$ cat config.mk
export PLATFORM = sky130hd
export DESIGN_NAME = xlat_walker
export DESIGN_NICKNAME = d
export VERILOG_FILES = /design/src/rtl/xw_pkg.sv /design/src/rtl/xw_addr_calc.sv /design/src/rtl/xw_req_sel.sv /design/src/rtl/xlat_walker.sv
export SDC_FILE = /design/constraint.sdc
export NUM_CORES = 1
export LEC_CHECK = 0
export BUFFER_PORTS_ARGS = -buffer_cell sky130_fd_sc_hd__clkbuf_2
export CORE_MARGIN = 2
export CORE_UTILIZATION = 58
export DETAILED_ROUTE_END_ITERATION = 10
export PLACE_DENSITY = 0.91
export REMOVE_ABC_BUFFERS = 1
export SLEW_MARGIN = 25
export SYNTH_ARGS = -nofsm -noshare
export SYNTH_HDL_FRONTEND = slang
export SYNTH_HIERARCHICAL = 1
export SYNTH_SLANG_ARGS = --single-unit
$ cat constraint.sdc
create_clock -name clk -period 7.65 [get_ports clk]
set_input_delay 1.53 -clock clk [delete_from_list [all_inputs] [get_ports clk]]
set_output_delay 1.53 -clock clk [all_outputs]
set_load 0.01 [all_outputs]
$ cat src/rtl/xw_pkg.sv
package xw_pkg;
  typedef enum logic [2:0] {
    ST_IDLE, ST_L1_REQ, ST_L1_WAIT, ST_L2_REQ, ST_L2_WAIT, ST_DONE
  } walk_st_e;

  localparam logic [1:0] DK_FAULT = 2'b00;
  localparam logic [1:0] DK_TABLE = 2'b01;
  localparam logic [1:0] DK_BLOCK = 2'b10;
endpackage

$ cat src/rtl/xw_addr_calc.sv
module xw_addr_calc #(
  parameter int VA_W     = 24,
  parameter int PA_W     = 32,
  parameter int L1_IDX_W = 4,
  parameter int PG_OFF_W = 12
) (
  input  logic [PA_W-1:0] tbl_base,
  input  logic [VA_W-1:0] va,
  input  logic [PA_W-3:0] desc_up,
  output logic [PA_W-1:0] l1_addr,
  output logic [PA_W-1:0] l2_addr,
  output logic [PA_W-1:0] sec_pa,
  output logic [PA_W-1:0] pg_pa
);
  localparam int SEC_OFF_W = VA_W - L1_IDX_W;
  localparam int L2_IDX_W  = SEC_OFF_W - PG_OFF_W;
  localparam int DU_W      = PA_W - 2;

  logic [L1_IDX_W-1:0] l1_idx;
  logic [L2_IDX_W-1:0] l2_idx;

  assign l1_idx  = va[VA_W-1 -: L1_IDX_W];
  assign l2_idx  = va[SEC_OFF_W-1:PG_OFF_W];

  // word-indexed table entries
  assign l1_addr = tbl_base + {{(PA_W-L1_IDX_W-2){1'b0}}, l1_idx, 2'b00};
  assign l2_addr = {desc_up, 2'b00} + {{(PA_W-L2_IDX_W-2){1'b0}}, l2_idx, 2'b00};

  // region base joined with region offset
  assign sec_pa  = {desc_up[DU_W-1 -: (PA_W-SEC_OFF_W)], va[SEC_OFF_W-1:0]};
  assign pg_pa   = {desc_up[DU_W-1 -: (PA_W-PG_OFF_W)], va[PG_OFF_W-1:0]};
endmodule

$ cat src/rtl/xw_req_sel.sv
module xw_req_sel #(
  parameter int VA_W = 24
) (
  input  logic            clk,
  input  logic            rst_n,
  input  logic            cfg_en,
  input  logic            idle,
  input  logic            miss_valid,
  input  logic [VA_W-1:0] miss_va,
  input  logic            pf_wr,
  input  logic [VA_W-1:0] pf_va,
  output logic            miss_ready,
  output logic            start,
  output logic [VA_W-1:0] start_va,
  output logic            start_pf
);
  logic            pf_pend;
  logic [VA_W-1:0] pf_tag;
  logic            miss_go;
  logic            pf_go;

  assign miss_ready = idle & cfg_en;
  assign miss_go    = miss_valid & miss_ready;
  // a waiting miss always goes ahead of a stored prefetch
  assign pf_go      = idle & cfg_en & pf_pend & ~miss_valid;
  assign start      = miss_go | pf_go;
  assign start_va   = miss_go ? miss_va : pf_tag;
  assign start_pf   = ~miss_go;

  always_ff @(posedge clk or negedge rst_n) begin
    if (!rst_n) begin
      pf_pend <= 1'b0;
      pf_tag  <= '0;
    end else if (!cfg_en) begin
      pf_pend <= 1'b0;
    end else if (pf_wr) begin
      pf_pend <= 1'b1;
      pf_tag  <= pf_va;
    end else if (pf_go) begin
      pf_pend <= 1'b0;
    end
  end
endmodule

$ cat src/rtl/xlat_walker.sv
module xlat_walker
  import xw_pkg::*;
#(
  parameter int VA_W     = 24,
  parameter int PA_W     = 32,
  parameter int L1_IDX_W = 4,
  parameter int PG_OFF_W = 12,
  localparam int HALF_W  = PA_W / 2
) (
  input  logic              clk,
  input  logic              rst_n,
  input  logic              cfg_en,
  input  logic [HALF_W-1:0] tbl_base_hi,
  input  logic [HALF_W-1:0] tbl_base_lo,
  input  logic              miss_valid,
  output logic              miss_ready,
  input  logic [VA_W-1:0]   miss_va,
  input  logic              pf_wr,
  input  logic [VA_W-1:0]   pf_va,
  output logic              rd_req_valid,
  input  logic              rd_req_ready,
  output logic [PA_W-1:0]   rd_addr,
  input  logic              rd_rsp_valid,
  input  logic [PA_W-1:0]   rd_rsp_data,
  output logic              busy,
  output logic              done,
  output logic [VA_W-1:0]   res_va,
  output logic [PA_W-1:0]   res_pa,
  output logic              res_fault,
  output logic              res_section,
  output logic              res_prefetch
);
  walk_st_e        st;
  logic [VA_W-1:0] cur_va;
  logic            cur_pf;
  logic [PA_W-1:0] req_addr;
  logic [PA_W-1:0] pa_q;
  logic            fault_q;
  logic            sec_q;

  logic            start;
  logic [VA_W-1:0] start_va;
  logic            start_pf;
  logic            idle;
  logic [VA_W-1:0] calc_va;
  logic [PA_W-1:0] l1_addr, l2_addr, sec_pa, pg_pa;
  logic [1:0]      dkind;

  assign idle    = (st == ST_IDLE);
  assign calc_va = idle ? start_va : cur_va;
  assign dkind   = rd_rsp_data[1:0];

  xw_req_sel #(.VA_W(VA_W)) u_sel (
    .clk        (clk),
    .rst_n      (rst_n),
    .cfg_en     (cfg_en),
    .idle       (idle),
    .miss_valid (miss_valid),
    .miss_va    (miss_va),
    .pf_wr      (pf_wr),
    .pf_va      (pf_va),
    .miss_ready (miss_ready),
    .start      (start),
    .start_va   (start_va),
    .start_pf   (start_pf)
  );

  xw_addr_calc #(
    .VA_W(VA_W), .PA_W(PA_W), .L1_IDX_W(L1_IDX_W), .PG_OFF_W(PG_OFF_W)
  ) u_calc (
    .tbl_base (({tbl_base_hi, tbl_base_lo})),
    .va       (calc_va),
    .desc_up  (rd_rsp_data[PA_W-1:2]),
    .l1_addr  (l1_addr),
    .l2_addr  (l2_addr),
    .sec_pa   (sec_pa),
    .pg_pa    (pg_pa)
  );

  always_ff @(posedge clk or negedge rst_n) begin
    if (!rst_n) begin
      st       <= ST_IDLE;
      cur_va   <= '0;
      cur_pf   <= 1'b0;
      req_addr <= '0;
      pa_q     <= '0;
      fault_q  <= 1'b0;
      sec_q    <= 1'b0;
    end else begin
      unique case (st)
        ST_IDLE: if (start) begin
          cur_va   <= start_va;
          cur_pf   <= start_pf;
          req_addr <= l1_addr;
          sec_q    <= 1'b0;
          fault_q  <= 1'b0;
          st       <= ST_L1_REQ;
        end
        ST_L1_REQ: if (rd_req_ready) st <= ST_L1_WAIT;
        ST_L1_WAIT: if (rd_rsp_valid) begin
          if (dkind == DK_BLOCK) begin
            pa_q  <= sec_pa;
            sec_q <= 1'b1;
            st    <= ST_DONE;
          end else if (dkind == DK_TABLE) begin
            req_addr <= l2_addr;
            st       <= ST_L2_REQ;
          end else begin
            pa_q    <= '0;
            fault_q <= 1'b1;
            st      <= ST_DONE;
          end
        end
        ST_L2_REQ: if (rd_req_ready) st <= ST_L2_WAIT;
        ST_L2_WAIT: if (rd_rsp_valid) begin
          if (dkind == DK_BLOCK) begin
            pa_q <= pg_pa;
          end else begin
            pa_q    <= '0;
            fault_q <= 1'b1;
          end
          st <= ST_DONE;
        end
        ST_DONE: st <= ST_IDLE;
        default: st <= ST_IDLE;
      endcase
    end
  end

  assign rd_req_valid = (st == ST_L1_REQ) || (st == ST_L2_REQ);
  assign rd_addr      = req_addr;
  assign busy         = !idle;
  assign done         = (st == ST_DONE);
  assign res_va       = cur_va;
  assign res_pa       = pa_q;
  assign res_fault    = fault_q;
  assign res_section  = sec_q;
  assign res_prefetch = cur_pf;
endmodule

==> impl_metrics.yaml <==
run_status:
  status: "finished, final reports clean"
placement:
  post-place-ws_ns: 2.725
  placed_cells_incl_taps: 1005
  place_hpwl_microns: 14060
  io_buffers: 213
  gp_congestion: 0.9206
  dpl_cell_area_sq_um: 8441
global_route:
  antenna_found_initial: 0
  grt_util_all_layers: 0.2746
  grt_pass1_wl_microns: 30900
  grt_remaining_overflow: 0
  grt_pass1_vias: 6257
  grt_max_degree: 70
power:
  power_mw: 3.703
  p_leak_nw: 4.260
  power.density_nw_per_um2: 408.6
  ir_drop_v: 0.0004185
synth:
  ys_types: 61
  yosys_most_used_dff: "dfrtp_1"
  yosys.area.top_type: "dfrtp_1"
  synth-edff-count: 0
  async_flop_share: 1.000
  syn_area_sq_um: 7840
  synth_warnings: 6
  syn_area_per_cell_sq_um: 11.06
  ys_ff_latch: 119
  synth_top_cell_area_share: 0.3798
  synth.yosys.seq_area_share: 0.3798
  syn_inst: 709
  synthTopCellsByArea: "dfrtp_1, mux2_2, mux2i_1"
timing:
  finalSetupViolCount: 0
  rsz0062_at_grt: "no"
  fin_tns_setup_ns: 0
  holdWs_ns: 0.4783
  fin_ws_ns: 3.126
  worst_pin_slew_ns: 0.8971
  slew_viol_final: 0
  finalCriticalPeriod_ns: 4.524
  max_freq_ghz: 0.2211
  finClkSkew_ns: 0.01584
  period_share: 0.5913
  hold_viol_final: 0
  max-slew-margin-rel: 0.4019
detailed_routing:
  drt-total-wl_microns: 19410
  drtAntennaViolNets: 0
  first_pass_iters: 6
  wire_per_inst_microns: 18.72
  drt-initial-drc-count: 388
  drc: 0
  num_vias: 5873
  via_per_inst: 5.663
final_layout:
  final_common_cell: "clkbuf_2"
  diodes: 0
  drive_gt1_frac: 0.4297
  final_cell_mix: "clkbuf_2, dfrtp_1, mux2_2"
  area_growth_pct: 15.61
  postLayoutCellArea_sq_um: 9064
  instances_no_fill: 1037
  final_util: 0.6844
  nNetsFinal: 981
  fill_cells: 991
worst_setup_path:
  r2r-start: "st[0]"
  r2r_cells: 14
  required_ns: 7.92
  endpoint_kind: "flip-flop"
  r2r_setup_slack_ns: 3.58
  cp_data_arrival_time_ns: 4.79
  r2r-end: "rd_addr[14]"
  crit_path_max_fanout: 25
  critPathLaunchType: "input port"
  critical_path_class: "input port to flip-flop"
floorplan:
  dieArea_sq_um: 14460
  die-width_microns: 120.3
  io_pins: 214
  start_util: 0.5920
  die_height_microns: 120.3
  row_count: 42
  coreArea_sq_um: 13240
clock_tree:
  tritoncts: "yes"
  cts_resized: 0
  cts_hold_buf: 0
  cts_setup_buffers: 0
  clk_latency_ns: 0.42
  cts_buffer_depth: 2
  clk_pin_slew_worst_paths_ns: 0.06
  cts_sinks: 119
  cts_inserted_buffers: 17
  cts_root_buf: "clkbuf_16"
  cts_max_level: 4
worst_hold_path:
  worstHoldPathCells: 2
  hold_end: "rd_addr[6]"
  hold_start: "rd_addr[6]"
  hold_path.class: "flip-flop to flip-flop"
job:
  maxCapViolations: 0
==> sequential cells by signal, summed over array words and instances (netlist names) <==
| register | flops |
|---|---|
| u_sel/pf_tag | 24 |
| u_sel/pf_pend | 1 |
| res_prefetch | 1 |
| res_section | 1 |
| res_pa | 32 |
| res_va | 24 |
| st | 3 |
| rd_addr | 32 |
| res_fault | 1 |
==> worst max path at each step <==
| stage | slack, ns | from | to |
|---|---|---|---|
| 2_1_floorplan | 3.08 | cfg_en | rd_addr[10] |
| 5_1_grt | 2.97 | cfg_en | rd_addr[30] |
| 3_5_place_dp | 2.72 | cfg_en | rd_addr[30] |
| 4_1_cts | 3.16 | cfg_en | rd_addr[14] |
| 6_report | 3.13 | cfg_en | rd_addr[14] |
| 3_3_place_gp | 2.81 | cfg_en | rd_addr[30] |
==> layout make-up <==
cell class / instances / area [sq um] / area share
multi-input combinational: 482 / 4094 / 0.4517
sequential: 119 / 2978 / 0.3285
timing repair buffer: 220 / 1121 / 0.1237
clock buffer: 19 / 452.9 / 0.04997
tap: 176 / 220.2 / 0.02430
clock inverter: 13 / 167.7 / 0.01850
inverter: 8 / 30.03 / 0.003313
==> where the power goes <==
group | leakage, nW | switching, mW | internal (mW) | total (mW)
Sequential | 1.49 | 0.187 | 0.887 | 1.07
Clock | 0.289 | 0.307 | 0.532 | 0.839
Combinational | 2.49 | 0.953 | 0.839 | 1.79
Total | 4.26 | 1.45 | 2.26 | 3.70
==> metal layers <==
metal / global-route usage / routed length [microns] / vias up
li1: - / - / 2755
met1: 0.3154 / 7705 / 2833
met2: 0.4741 / 9849 / 246
met3: 0.08962 / 1410 / 39
met4: 0.1097 / 449 / 0
met5: 0 / 0 / -
==> cells by family (layout without fill, tap and decap cells) <==
logic type | count (synthesis) | count (layout) | share of synthesized area
AO/OA/AOI/OAI | 107 | 107 | 0.09895
flip-flops | 119 | 119 | 0.3798
buffers and inverters | 109 | 260 | 0.1002
AND/OR/NAND/NOR | 142 | 142 | 0.1034
other | 1 | 2 | 0.0004783
XOR/XNOR | 55 | 55 | 0.06144
adder cells (fa/ha/maj) | 14 | 14 | 0.02426
multiplexers | 162 | 162 | 0.2314
==> critical path, cell delays in order <==
cell and delay [ns]:
clkbuf_2 0.10, and2_4 0.17, nand2_4 0.37, mux2_4 0.35, mux2_2 0.28, ha_1 0.24
fa_1 0.42, a21o_1 0.22, a221oi_2 0.35, a21boi_2 0.18, and3_1 0.23, xor2_1 0.13
mux2i_1 0.13, o21ai_0 0.09
==> synth_stat cells, types with 2 or more instances <==
| master | instances |
|---|---|
| a211oi_1 | 3 |
| a21o_1 | 6 |
| a21oi_1 | 9 |
| and2_1 | 4 |
| and3_1 | 12 |
| and4_1 | 5 |
| buf_2 | 5 |
| buf_4 | 74 |
| buf_6 | 11 |
| clkbuf_1 | 6 |
| clkbuf_2 | 2 |
| clkbuf_4 | 2 |
| dfrtp_1 | 119 |
| fa_1 | 2 |
| ha_1 | 12 |
| inv_1 | 8 |
| mux2_2 | 78 |
| mux2_4 | 19 |
| mux2i_1 | 65 |
| nand2_1 | 52 |
| nand2b_1 | 4 |
| nand3_1 | 20 |
| nand4_1 | 9 |
| nand4_4 | 2 |
| nor2_1 | 12 |
| nor2b_1 | 7 |
| nor3_1 | 2 |
| nor3_4 | 4 |
| o211ai_1 | 2 |
| o21a_1 | 2 |
| o21ai_0 | 32 |
| o21ai_1 | 6 |
| o2bb2ai_1 | 32 |
| xnor2_1 | 42 |
| xor2_1 | 13 |
Power figures use the tool's default switching activity.
